$ cat src/rtl/pp_tx_pkg.sv
// Package: shared state encoding and carrier decode for the pulse-pause
// transmitter. Assumes a single clock domain.
package pp_tx_pkg;

    typedef enum logic [2:0] {
        ST_IDLE   = 3'd0,
        ST_CHARGE = 3'd1,
        ST_PAUSE  = 3'd2,
        ST_MARK   = 3'd3,
        ST_EOF    = 3'd4,
        ST_LISTEN = 3'd5
    } tx_state_e;

    // Carrier level that belongs to each phase.
    function automatic logic carrier_level(input tx_state_e s);
        return (s == ST_CHARGE) || (s == ST_MARK) || (s == ST_LISTEN);
    endfunction

endpackage

$ cat src/rtl/pp_phase_timer.sv
// Phase timer: counts timebase ticks inside the current phase.
// expire is high on the tick that completes 'limit' ticks, and the counter
// wraps to zero on that tick. While 'hold' is high the counter stays at zero.
// Assumes limit >= 1 and that limit changes only on an expire or while held.
module pp_phase_timer #(
    parameter int CNT_W = 11
) (
    input  logic             clk,
    input  logic             rst_n,
    input  logic             hold,
    input  logic             tick_en,
    input  logic [CNT_W-1:0] limit,
    output logic             expire
);

    logic [CNT_W-1:0] cnt_q;

    // Terminal-tick detect for the current phase.
    always_comb begin
        expire = !hold && tick_en && (cnt_q == limit - 1'b1);
    end

    // Tick counter with wrap on expire.
    always_ff @(posedge clk) begin
        if (!rst_n || hold) begin
            cnt_q <= '0;
        end else if (tick_en) begin
            cnt_q <= expire ? '0 : cnt_q + 1'b1;
        end
    end

    AST_CNT_IN_RANGE: assert property (@(posedge clk) disable iff (!rst_n)
        !hold |-> (cnt_q < limit));

endmodule

$ cat src/rtl/pp_bit_shifter.sv
// Bit shifter: on load, captures the frame word and a bit count clamped to
// DATA_W. On each shift it moves the word one place toward bit 0.
// cur_bit is the bit being sent. last_bit is high while one bit remains.
// Assumes shift is issued only while bits remain.
module pp_bit_shifter #(
    parameter int DATA_W = 16,
    parameter int BITS_W = $clog2(DATA_W + 1)
) (
    input  logic              clk,
    input  logic              rst_n,
    input  logic              load,
    input  logic              shift,
    input  logic [DATA_W-1:0] load_data,
    input  logic [BITS_W-1:0] load_bits,
    output logic              cur_bit,
    output logic              last_bit
);

    localparam logic [BITS_W-1:0] MAX_BITS = BITS_W'(DATA_W);

    logic [DATA_W-1:0] word_q;
    logic [BITS_W-1:0] remain_q;
    logic [BITS_W-1:0] clamped;

    // Limit the requested count to the word width.
    always_comb begin
        clamped = (load_bits > MAX_BITS) ? MAX_BITS : load_bits;
    end

    // Word and remaining-bit count registers.
    always_ff @(posedge clk) begin
        if (!rst_n) begin
            word_q   <= '0;
            remain_q <= '0;
        end else if (load) begin
            word_q   <= load_data;
            remain_q <= clamped;
        end else if (shift) begin
            word_q   <= word_q >> 1;
            remain_q <= remain_q - 1'b1;
        end
    end

    // Present the head bit and last-bit flag.
    always_comb begin
        cur_bit  = word_q[0];
        last_bit = (remain_q == BITS_W'(1));
    end

    AST_SHIFT_HAS_BITS: assert property (@(posedge clk) disable iff (!rst_n)
        shift |-> (remain_q != '0));

    AST_COUNT_CLAMPED: assert property (@(posedge clk) disable iff (!rst_n)
        load |=> (remain_q <= MAX_BITS));

endmodule

$ cat src/rtl/pp_tx_fsm.sv
// Frame sequencer: walks charge, per-bit pause and mark, closing gap and
// response window. It selects the tick limit of each phase and drives the
// carrier, busy and done outputs. Assumes the phase timer wraps on expire.
module pp_tx_fsm
    import pp_tx_pkg::*;
#(
    parameter int CNT_W    = 11,
    parameter int PAUSE_T  = 30,
    parameter int MARK1_T  = 120,
    parameter int MARK0_T  = 60,
    parameter int CHARGE_T = 1500,
    parameter int RESP_T   = 1000
) (
    input  logic             clk,
    input  logic             rst_n,
    input  logic             tick_en,
    input  logic             start,
    input  logic             bits_nonzero,
    input  logic             expire,
    input  logic             cur_bit,
    input  logic             last_bit,
    output logic [CNT_W-1:0] limit,
    output logic             timer_hold,
    output logic             load,
    output logic             shift,
    output logic             carrier,
    output logic             busy,
    output logic             done
);

    tx_state_e state_q, state_d;
    logic      done_q;

    // Next-state logic and shifter/timer control.
    always_comb begin
        state_d = state_q;
        load    = 1'b0;
        shift   = 1'b0;
        unique case (state_q)
            ST_IDLE: begin
                if (start && bits_nonzero) begin
                    state_d = ST_CHARGE;
                    load    = 1'b1;
                end
            end
            ST_CHARGE: if (expire) state_d = ST_PAUSE;
            ST_PAUSE:  if (expire) state_d = ST_MARK;
            ST_MARK: begin
                if (expire) begin
                    shift   = 1'b1;
                    state_d = last_bit ? ST_EOF : ST_PAUSE;
                end
            end
            ST_EOF:    if (expire) state_d = ST_LISTEN;
            ST_LISTEN: if (expire) state_d = ST_IDLE;
            default:   state_d = ST_IDLE;
        endcase
    end

    // Tick limit for the phase in progress.
    always_comb begin
        unique case (state_q)
            ST_CHARGE: limit = CNT_W'(CHARGE_T);
            ST_MARK:   limit = cur_bit ? CNT_W'(MARK1_T) : CNT_W'(MARK0_T);
            ST_LISTEN: limit = CNT_W'(RESP_T);
            default:   limit = CNT_W'(PAUSE_T);
        endcase
    end

    // State register.
    always_ff @(posedge clk) begin
        if (!rst_n) state_q <= ST_IDLE;
        else        state_q <= state_d;
    end

    // One-cycle frame-done pulse when the closing gap ends.
    always_ff @(posedge clk) begin
        if (!rst_n) done_q <= 1'b0;
        else        done_q <= (state_q == ST_EOF) && expire;
    end

    // Output decode.
    always_comb begin
        timer_hold = (state_q == ST_IDLE);
        carrier    = carrier_level(state_q);
        busy       = (state_q != ST_IDLE);
        done       = done_q;
    end

    AST_IDLE_QUIET: assert property (@(posedge clk) disable iff (!rst_n)
        !busy |-> (!carrier && !done));

    AST_DONE_SINGLE: assert property (@(posedge clk) disable iff (!rst_n)
        done |=> !done);

    AST_DONE_AT_RESUME: assert property (@(posedge clk) disable iff (!rst_n)
        done |-> (carrier && !$past(carrier)));

    AST_BUSY_IGNORES_START: assert property (@(posedge clk) disable iff (!rst_n)
        (state_q != ST_IDLE && state_q != ST_CHARGE) |=> (state_q != ST_CHARGE));

    AST_NO_TICK_HOLDS: assert property (@(posedge clk) disable iff (!rst_n)
        (!tick_en && state_q != ST_IDLE) |=> (state_q == $past(state_q)));

    AST_WINDOW_ENDS_OFF: assert property (@(posedge clk) disable iff (!rst_n)
        (state_q == ST_LISTEN && expire) |=> (!carrier && !busy));

endmodule

$ cat src/rtl/pp_frame_tx.sv
// Pulse-pause frame transmitter top. It connects the sequencer, the phase
// timer and the bit shifter. Assumes tick_en is a one-cycle enable
// synchronous to clk and that the tick lengths fit the derived counter width.
module pp_frame_tx #(
    parameter int DATA_W       = 16,
    parameter int BITS_W       = $clog2(DATA_W + 1),
    parameter int PAUSE_TICKS  = 30,
    parameter int ONE_TICKS    = 150,
    parameter int ZERO_TICKS   = 90,
    parameter int CHARGE_TICKS = 1500,
    parameter int RESP_TICKS   = 1000
) (
    input  logic              clk,
    input  logic              rst_n,
    input  logic              tick_en,
    input  logic              start,
    input  logic [DATA_W-1:0] tx_data,
    input  logic [BITS_W-1:0] tx_bits,
    output logic              carrier_on,
    output logic              busy,
    output logic              frame_done
);

    localparam int MARK1_T = ONE_TICKS - PAUSE_TICKS;
    localparam int MARK0_T = ZERO_TICKS - PAUSE_TICKS;
    localparam int MAX_A   = (CHARGE_TICKS > RESP_TICKS) ? CHARGE_TICKS : RESP_TICKS;
    localparam int MAX_T   = (MAX_A > ONE_TICKS) ? MAX_A : ONE_TICKS;
    localparam int CNT_W   = $clog2(MAX_T + 1);

    logic             expire;
    logic             timer_hold;
    logic [CNT_W-1:0] limit;
    logic             load;
    logic             shift;
    logic             cur_bit;
    logic             last_bit;
    logic             bits_nonzero;

    // A zero count requests no frame.
    always_comb begin
        bits_nonzero = (tx_bits != '0);
    end

    pp_tx_fsm #(
        .CNT_W    (CNT_W),
        .PAUSE_T  (PAUSE_TICKS),
        .MARK1_T  (MARK1_T),
        .MARK0_T  (MARK0_T),
        .CHARGE_T (CHARGE_TICKS),
        .RESP_T   (RESP_TICKS)
    ) u_fsm (
        .clk          (clk),
        .rst_n        (rst_n),
        .tick_en      (tick_en),
        .start        (start),
        .bits_nonzero (bits_nonzero),
        .expire       (expire),
        .cur_bit      (cur_bit),
        .last_bit     (last_bit),
        .limit        (limit),
        .timer_hold   (timer_hold),
        .load         (load),
        .shift        (shift),
        .carrier      (carrier_on),
        .busy         (busy),
        .done         (frame_done)
    );

    pp_phase_timer #(
        .CNT_W (CNT_W)
    ) u_timer (
        .clk     (clk),
        .rst_n   (rst_n),
        .hold    (timer_hold),
        .tick_en (tick_en),
        .limit   (limit),
        .expire  (expire)
    );

    pp_bit_shifter #(
        .DATA_W (DATA_W),
        .BITS_W (BITS_W)
    ) u_shift (
        .clk       (clk),
        .rst_n     (rst_n),
        .load      (load),
        .shift     (shift),
        .load_data (tx_data),
        .load_bits (tx_bits),
        .cur_bit   (cur_bit),
        .last_bit  (last_bit)
    );

endmodule

$ cat config.mk
export PLATFORM = sky130hd
export DESIGN_NAME = pp_frame_tx
export DESIGN_NICKNAME = d
export VERILOG_FILES = /design/src/rtl/pp_tx_pkg.sv /design/src/rtl/pp_phase_timer.sv /design/src/rtl/pp_bit_shifter.sv /design/src/rtl/pp_tx_fsm.sv /design/src/rtl/pp_frame_tx.sv
export SDC_FILE = /design/constraint.sdc
export NUM_CORES = 1
export LEC_CHECK = 0
export CORE_AREA = 2 2 67 69
export DETAILED_ROUTE_END_ITERATION = 12
export DIE_AREA = 0 0 69 71
export PLACE_DENSITY = 0.74
export SYNTH_ARGS = -nofsm -noshare
export SYNTH_HDL_FRONTEND = slang
export SYNTH_SLANG_ARGS = --single-unit
$ cat constraint.sdc
create_clock -name clk -period 3.2 [get_ports clk]
set_clock_uncertainty 0.15 [all_clocks]
set_input_delay 0.8 -clock clk [delete_from_list [all_inputs] [get_ports clk]]
set_output_delay 0.8 -clock clk [all_outputs]
set_load 0.02 [all_outputs]
## Word level (Yosys, flattened, before mapping)

Index checks and enable logic that the tools add are counted.

- Register bits: 36
- Output and inout bits: 3

- Add/subtract/negate cells: 3
- Order comparisons: 1
- Eq/ne operators: 13
- Mux-type cells: 20
- Reduce and logical (&&, ||, !) cells: 14

Operators by type and width:

| operator | number |
|---|---|
| $pmux 11 s3 | 1 |
| $mux 16 | 2 |
| $mux 3 | 7 |
| $pmux 3 s6 | 1 |
| $mux 5 | 3 |
| $add 11x1->11 const B | 1 |
| $eq 11x11->1 | 1 |
| $mux 11 | 1 |
| $sub 11x1->11 const B | 1 |
| $ne 2x1->1 const B | 5 |
| $mux 7 | 1 |
| $eq 3x2->1 const B | 2 |
| $eq 3x3->1 const B | 2 |
| $reduce_and 6->1 | 1 |
| $eq 5x1->1 const B | 1 |
| $gt 5x5->1 const B | 1 |
| $reduce_bool 5->1 | 1 |
| $sub 5x1->5 const B | 1 |
| $logic_and 1x1->1 | 4 |
| $mux 1 | 4 |
| $eq 3x1->1 const B | 1 |
| $logic_not 3->1 | 1 |
| $logic_or 1x1->1 | 3 |
| $reduce_bool 3->1 | 1 |
| other kinds (3) | 4 |

## Depth between registers and ports, before layout

Gate-level depths: netlist of run 1.

- Word-level depth: 9
- Depth in mapped cells: 9
- Mapped depth without buffers: 6

## Modules after synthesis

A second synthesis of run 1 with hierarchy kept.

- Cells, all modules: 278
- Area, all modules: 2423.6 sq um

Modules (own cells, without submodules):

| module | times used | cells each | area an instance (sq um) | sequential area each (sq um) |
|---|---|---|---|---|
| pp_bit_shifter | 1 | 121 | 1058.5 | 420.4 |
| pp_phase_timer | 1 | 107 | 1019.7 | 220.2 |
| pp_tx_fsm | 1 | 47 | 332.8 | 80.1 |
| pp_frame_tx | 1 | 3 | 12.5 | 0.0 |

## Least setup slack after synthesis of run 1

No wires, ideal clock.

- Path type: input -> register
- Start point: input tx_bits[1]
- End point: register u_shift.word_q[13]
- Library setup time: 79 ps
- Arrival: 2370 ps
- Required time: 2971 ps
- Path slack: 601 ps
- Stages on the path: 7
- Path buffers: 1
- Cells stage by stage: or4_1 o211ai_2 and2_1 buf_2 nand2_1 or3_1 o211ai_1

- Longest elaborated chain between the ends: 5
- Elaborated cells on any way between the ends: 6
- Classes of those cells: mux: 3; reduce/logical: 3

RTL lines:

| what | line | text |
|---|---|---|
| from (decl) | pp_frame_tx.sv:18 | `input logic [BITS_W-1:0] tx_bits,` |
| $reduce_bool 5->1 * | pp_frame_tx.sv:41 | `bits_nonzero = (tx_bits != '0);` |
| $logic_and 1x1->1 * | pp_tx_fsm.sv:41 | `if (start && bits_nonzero) begin` |
| $mux 1 * | pp_tx_fsm.sv:41 |  |
| $mux 1 * | pp_tx_fsm.sv:39 | `unique case (state_q)` |
| $mux 16 or $reduce_bool 2->1 (tied branches) | -- |  |
| to (signal assigned) | pp_bit_shifter.sv:36 | `word_q <= load_data;` |
| to (signal assigned) | pp_bit_shifter.sv:39 | `word_q <= word_q >> 1;` |
| to (decl) | pp_bit_shifter.sv:21 | `logic [DATA_W-1:0] word_q;` |

Every way passes the cells marked *; elsewhere a longest branch is shown, timed or not.
A chain may end at the register's enable or synchronous reset.

## Worst setup path after layout of run 1

- Start point: register u_fsm.state_q[2]
- End point: output busy

- Longest elaborated chain between the ends: 1

RTL lines:

| what | line | text |
|---|---|---|
| from (decl) | pp_tx_fsm.sv:31 | `tx_state_e state_q, state_d;` |
| from (signal assigned) | pp_tx_fsm.sv:73 | `else state_q <= state_d;` |
| $reduce_bool 3->1 | pp_tx_fsm.sv:86 | `busy = (state_q != ST_IDLE);` |
| to (decl) | pp_frame_tx.sv:20 | `output logic busy,` |

Every way passes these cells.

==> results of run 1 <==
-- path summary, 6_finish.rpt --
path | end | slack (ns) | startpoint
max | busy | 0.32 | u_fsm.state_q[2]
min | u_shift.word_q[14] | 0.34 | u_shift.word_q[14]
max reg2reg | u_shift.word_q[4] | 0.43 | u_fsm.state_q[2]
min reg2reg | u_shift.word_q[14] | 0.34 | u_shift.word_q[14]
-- cell type report --
cell class	count	area, sq um	share of cell area, %
multi-input cells	198	1250	49.6
clock buffers	5	68.8	2.73
repair buffers	36	350	13.9
clock inverters	3	42.5	1.69
flip-flops and latches	36	721	28.6
well taps	52	65.1	2.58
inverters	6	22.5	0.895
-- layout by cell type (no fill, tap or decap), types with 2 or more instances in the layout --
cell	Yosys	routed
a21boi_1	2	2
nand4b_1	2	2
nor2_1	19	19
o2111ai_1	2	2
nor3_1	14	14
inv_1	6	6
nand2_1	35	35
buf_4	1	8
nand2b_1	5	5
nand3_1	9	9
a211o_1	13	13
clkdlybuf4s50_1	0	27
dfxtp_1	36	36
o31ai_1	3	3
clkbuf_8	0	5
nor2b_1	4	4
xnor2_1	4	4
a21oi_1	18	18
o211ai_1	5	5
xor2_1	8	8
a32oi_1	2	2
o21ai_0	5	5
ha_1	3	3
and2_1	2	2
nand4_1	7	7
nor4_1	3	3
and3_1	3	3
or4_1	5	5
or3_1	4	4
and3b_1	2	2
-- registers in the layout, summed over array words and instances (netlist names) --
register and flops:
u_shift.remain_q 5, u_fsm.done 1, u_fsm.state_q 3, u_timer.cnt_q 11, u_shift.word_q 16
-- layer usage --
layer / GRT usage [%] / vias up / share of wire (%)
met5: 0 / - / 0
met4: 5.88 / 0 / 1.0
met3: 5.84 / 5 / 3.9
met2: 33.5 / 45 / 48
met1: 26.3 / 947 / 47
li1: - / 996 / -
-- synth_stat cells (6+ instances only) --
| cell | number | share of area, % |
|---|---|---|
| nand3_1 | 9 | 2.2 |
| inv_1 | 6 | 1.1 |
| nor2_1 | 19 | 3.4 |
| a21oi_1 | 18 | 4.3 |
| a211o_1 | 13 | 5.5 |
| nand2_1 | 35 | 6.3 |
| buf_2 | 9 | 2.2 |
| nor3_1 | 14 | 3.4 |
| dfxtp_1 | 36 | 35 |
| xor2_1 | 8 | 3.4 |
| nand4_1 | 7 | 2.1 |
| clkbuf_1 | 6 | 1.1 |
-- cells by family after synthesis --
family          after synthesis
simple gates                123
compound gates               60
flops                        36
buf+inv                      24
xor+xnor                     12
fa+ha+maj                     3
-- where the power goes --
part / switching [mW] / total (mW) / leakage [nW] / internal [mW]
combinational: 0.0510 / 0.115 / 0.626 / 0.0636
sequential: 0.0135 / 0.479 / 0.293 / 0.466
clock: 0.175 / 0.406 / 0.0541 / 0.231
total: 0.240 / 1.00 / 0.973 / 0.760
-- worst register-to-register path: cells and delay by family, from the launching register on --
| family | cells | cell delay, ns |
|---|---|---|
| and+or+nand+nor | 2 | 0.70 |
| DFF | 1 | 0.73 |
| buffers and inverters | 1 | 0.22 |
| AOI/OAI and AO/OA | 4 | 0.87 |
-- stage by stage --
stage	util (%)	hold slack (ns)	std cells	total power, mW	setup WS, ns
after floorplan	-	0.306	258	0.547	0.601
after global placement	57.2	0.330	328	0.602	0.274
after detailed placement	57.2	0.333	328	0.604	0.211
after CTS	59.9	0.343	336	1.01	0.307
after global routing	59.9	0.376	336	1.04	0.175
final	59.9	0.341	336	1.00	0.317
==> results.toml, run 1 <==
[power_and_ir_drop]
powerDensity_nw_per_um2 = 397
ir_worst_vdd_v = 0.000270
power_leakage_nw = 0.973

[clock_tree]
cts_setup_buffers = 0
cts_tree = "built"
cts-root-buf = "clkbuf_8"
ctsHtreeMaxLevel = 2
clk_pin_slew_ns = 0.08
cts_buffers = 5
clkLatencyLatePin_ns = 0.29
postCtsHoldBufs = 0
clock_path_buffers = 2
clkSinkCount = 36
cts_resized = 0

[final_layout]
fill_cells = 402
final_cell_area_sq_um = 2520
n_antenna_cell = 0
area_delta_synth_final_pct = 20.6
fin_nets = 311
drive_above_1_share_pct = 8.10

[floorplan]
core_area_sq_um = 4200
pin_count = 28
die_w_um = 69
dieHeight_um = 71
die_area_sq_um = 4900
rows = 24
start_util_pct = 49.7

[global_route]
grt_pass1_vias = 1827
grt_pass1_wl_um = 8200
grt_start_max_net_pins = 22
overflow = 0
track_usage_pct = 20.4
grt_antenna_before_repair = 0

[worst_hold_path]
hold_depth = 2
hp-class = "reg -> reg"

[routing]
drt-initial-drc-count = 93
ant_nets = 0
drc = 0
avgRoutedWirePerCell_um = 14.2
finalWirelength_um = 4770
first_pass_iters = 4
vias = 1993
vias_per_cell = 5.93

[worst_setup_path]
crit_chain = "nor3_2 > inv_1 > clkdlybuf4s50_1"
reg2regPathDepth = 7
path_delay_family = "buffers and inverters"
worst-path-stages = 3
cp_slowest_cell = "dfxtp_1"
arrival_ns = 1.93
slowest_delay_ns = 0.73
crit_type = "reg -> out"
critical_path_required_ns = 2.25
end_kind = "output pin"
crit_buf_inv = 2
critPathLaunchType = "flop"
crit_fanout = 21

[sta]
slew_viol_final = 0
fin_crit_sh_pct = 90.1
finalWorstPathRequiredPeriod_ns = 2.88
fin_tns_setup_ns = 0
rsz0062_at_grt = "false"
worst_pin_slew_ns = 0.634
setup_viol = 0
max-slew-margin-rel_pct = 57.7
hold_violations = 0
fmax_mhz = 347

[run]
maxCapViolCount = 0

[yosys]
synth_compound_area_share_pct = 21.7
syn_area_per_cell_sq_um = 8.09
synth-xor-area-share_pct = 5.03
ys.flop_type = "dfxtp_1"
synthCells = 258
synthMuxAreaShare_pct = 0
syn-num-nets = 286
synth-edff-count = 0
synthAdderAreaFrac_pct = 1.80
synthArstFlopShare_pct = 0
synth.distinct_cells = 50
syn_area_sq_um = 2090
synthSimpleGateAreaFrac_pct = 31.2
yosys_warnings = 0
synth_top_family_by_area = "simple AND/OR/NAND/NOR gates"
seq_area_frac_synth_pct = 34.5
synth-seq-cells = 36

[status]
outcome = "finished clean"

[place]
port_buffers = 27
place_congestion = 0.815
place_area_sq_um = 2410
dpl.hpwl_um = 3380
No activity file was read; power rests on OpenSTA's default activity.
==> run 2, diff against run 1 <==
Settings changed: CORE_AREA 2 2 67 69 to 2 2 62 76, DIE_AREA 0 0 69 71 to 0 0 64 78, PLACE_DENSITY 0.74 to 0.72.
==> results.toml, run 2 (same netlist as run 1, synthesis figures left out) <==
[run]
maxCapViolCount = 0

[sta]
fmax_mhz = 349
hold_violations = 0
rsz0062_at_grt = "false"
worst_slack_ns = 0.332
fin_crit_sh_pct = 89.6
slew_viol_final = 0
hold_slack_ns = 0.336
setup_viol = 0
worst_pin_slew_ns = 0.681
finalWorstPathRequiredPeriod_ns = 2.87
max-slew-margin-rel_pct = 54.6
fin_tns_setup_ns = 0

[final_layout]
fin_nets = 312
largest_register_ffs = 16
reg_top3 = "u_shift.word_q: 16 flops, u_timer.cnt_q: 11 flops, u_shift.remain_q: 5 flops"
final_common_cell = "dfxtp_1"
final_util_pct = 60.2
drive_above_1_share_pct = 8.07
final_cell_mix = "36 x dfxtp_1, 35 x nand2_1, 27 x clkdlybuf4s50_1"
top_register = "u_shift.word_q"
area_delta_synth_final_pct = 21.0
n_antenna_cell = 0

[clock_tree]
cts_buffers = 5
cts_tree = "built"
cts_resized = 0
cts-root-buf = "clkbuf_8"
ctsHtreeMaxLevel = 2
postCtsHoldBufs = 0
clkSinkCount = 36
cts_setup_buffers = 0
clkLatencyLatePin_ns = 0.29
clk_pin_slew_ns = 0.07
clock_path_buffers = 2

[power_and_ir_drop]
internal_power_mw = 0.761
power_leakage_nw = 0.980
switching_share_pct = 23.0
total_power_mw = 0.989
pwr-share-clk_pct = 40.1
p_seq_share_pct = 48.3
powerDensity_nw_per_um2 = 391
power.switching_mw = 0.228
p_comb_share_pct = 11.6
ir_worst_vdd_v = 0.000260

[worst_setup_path]
end_kind = "output pin"
critical_path_required_ns = 2.25
arrival_ns = 1.92
slowest_delay_ns = 0.55
crit_chain = "buf_4 > nor3_2 > inv_1 > clkdlybuf4s50_1"
critPathLaunchType = "flop"
crit_type = "reg -> out"
cp_slowest_cell = "clkdlybuf4s50_1"
path_delay_family = "buffers and inverters"
crit_buf_inv = 3
crit_fanout = 13

[status]
outcome = "finished clean"

[floorplan]
die_w_um = 64
start_util_pct = 49.8
core_area_sq_um = 4200
pin_count = 28
die_area_sq_um = 4990
dieHeight_um = 78
rows = 26

[global_route]
grt_antenna_before_repair = 0
grt_start_max_net_pins = 20
grt_pass1_vias = 1894
overflow = 0
track_usage_pct = 20.0
grt_pass1_wl_um = 8070

[place]
dpl.hpwl_um = 3350
place_congestion = 0.956
post-place-ws_ns = 0.161
port_buffers = 27

[routing]
first_pass_iters = 4
vias = 1982
ant_nets = 0
finalWirelength_um = 4620
drc = 0
vias_per_cell = 5.81
drt-initial-drc-count = 87
avgRoutedWirePerCell_um = 13.6

[worst_hold_path]
hp-class = "reg -> reg"
==> run 2: cell types whose count changed in the layout (fill, tap and decap cells not counted), sizes merged <==
cell / previous run / this run
clkinvlp: 1 / 0
clkbuf: 5 / 6
buf: 9 / 10
==> run 2: power groups by stage <==
| stage | logic (mW) | clock network (mW) | registers, mW |
|---|---|---|---|
| 3_3_place_gp | 0.114 | 0 | 0.488 |
| 4_1_cts | 0.115 | 0.400 | 0.477 |
| 5_1_grt | 0.127 | 0.420 | 0.480 |
| 6_report | 0.114 | 0.397 | 0.478 |
| 3_5_place_dp | 0.115 | 0 | 0.488 |
| 2_1_floorplan | 0.0640 | 0 | 0.483 |
==> run 2: final timing paths <==
check	from	endpoint	slack (ns)	depth (start not counted)
setup / recovery	u_fsm.state_q[2]	busy	0.33	4
hold / removal	u_shift.word_q[14]	u_shift.word_q[14]	0.34	2
setup reg to reg	u_fsm.state_q[2]	u_timer.cnt_q[10]	0.43	7
hold reg to reg	u_shift.word_q[14]	u_shift.word_q[14]	0.34	2
==> run 2: layout make-up <==
cell class              instances  area, sq um
fillers                       372         1670
multi-input cells             198         1250
flip-flops and latches         36          721
repair buffers                 37          358
clock buffers                   6         72.6
well taps                      56         70.1
clock inverters                 2         35.0
inverters                       6         22.5
==> run 2: stage by stage <==
stage | cells | area (sq um)
2_1_floorplan | 258 | 2090
3_3_place_gp | 333 | 2420
3_5_place_dp | 333 | 2420
4_1_cts | 341 | 2530
5_1_grt | 341 | 2530
6_report | 341 | 2530
==> run 2: metal layers <==
layer | routed length (um) | vias up | GRT usage (%)
met1 | 2080 | 941 | 23.9
li1 | - | 996 | -
met3 | 185 | 8 | 4.64
met2 | 2280 | 37 | 34.5
met5 | 0 | - | 0
met4 | 75 | 0 | 7.61
==> run 2: worst reg2reg max path: cells and delay by family (launching register included) <==
family | cells | cell delay (ns)
and+or+nand+nor | 3 | 0.55
buffers and inverters | 1 | 0.29
AOI/OAI and AO/OA | 3 | 1.11
DFF | 1 | 0.56
==> run 3, diff against run 2 <==
Settings changed: TNS_END_PERCENT set to 10.
==> results of run 3 <==
Same layout as run 2: the final DEF is identical, and so are final timing and power.
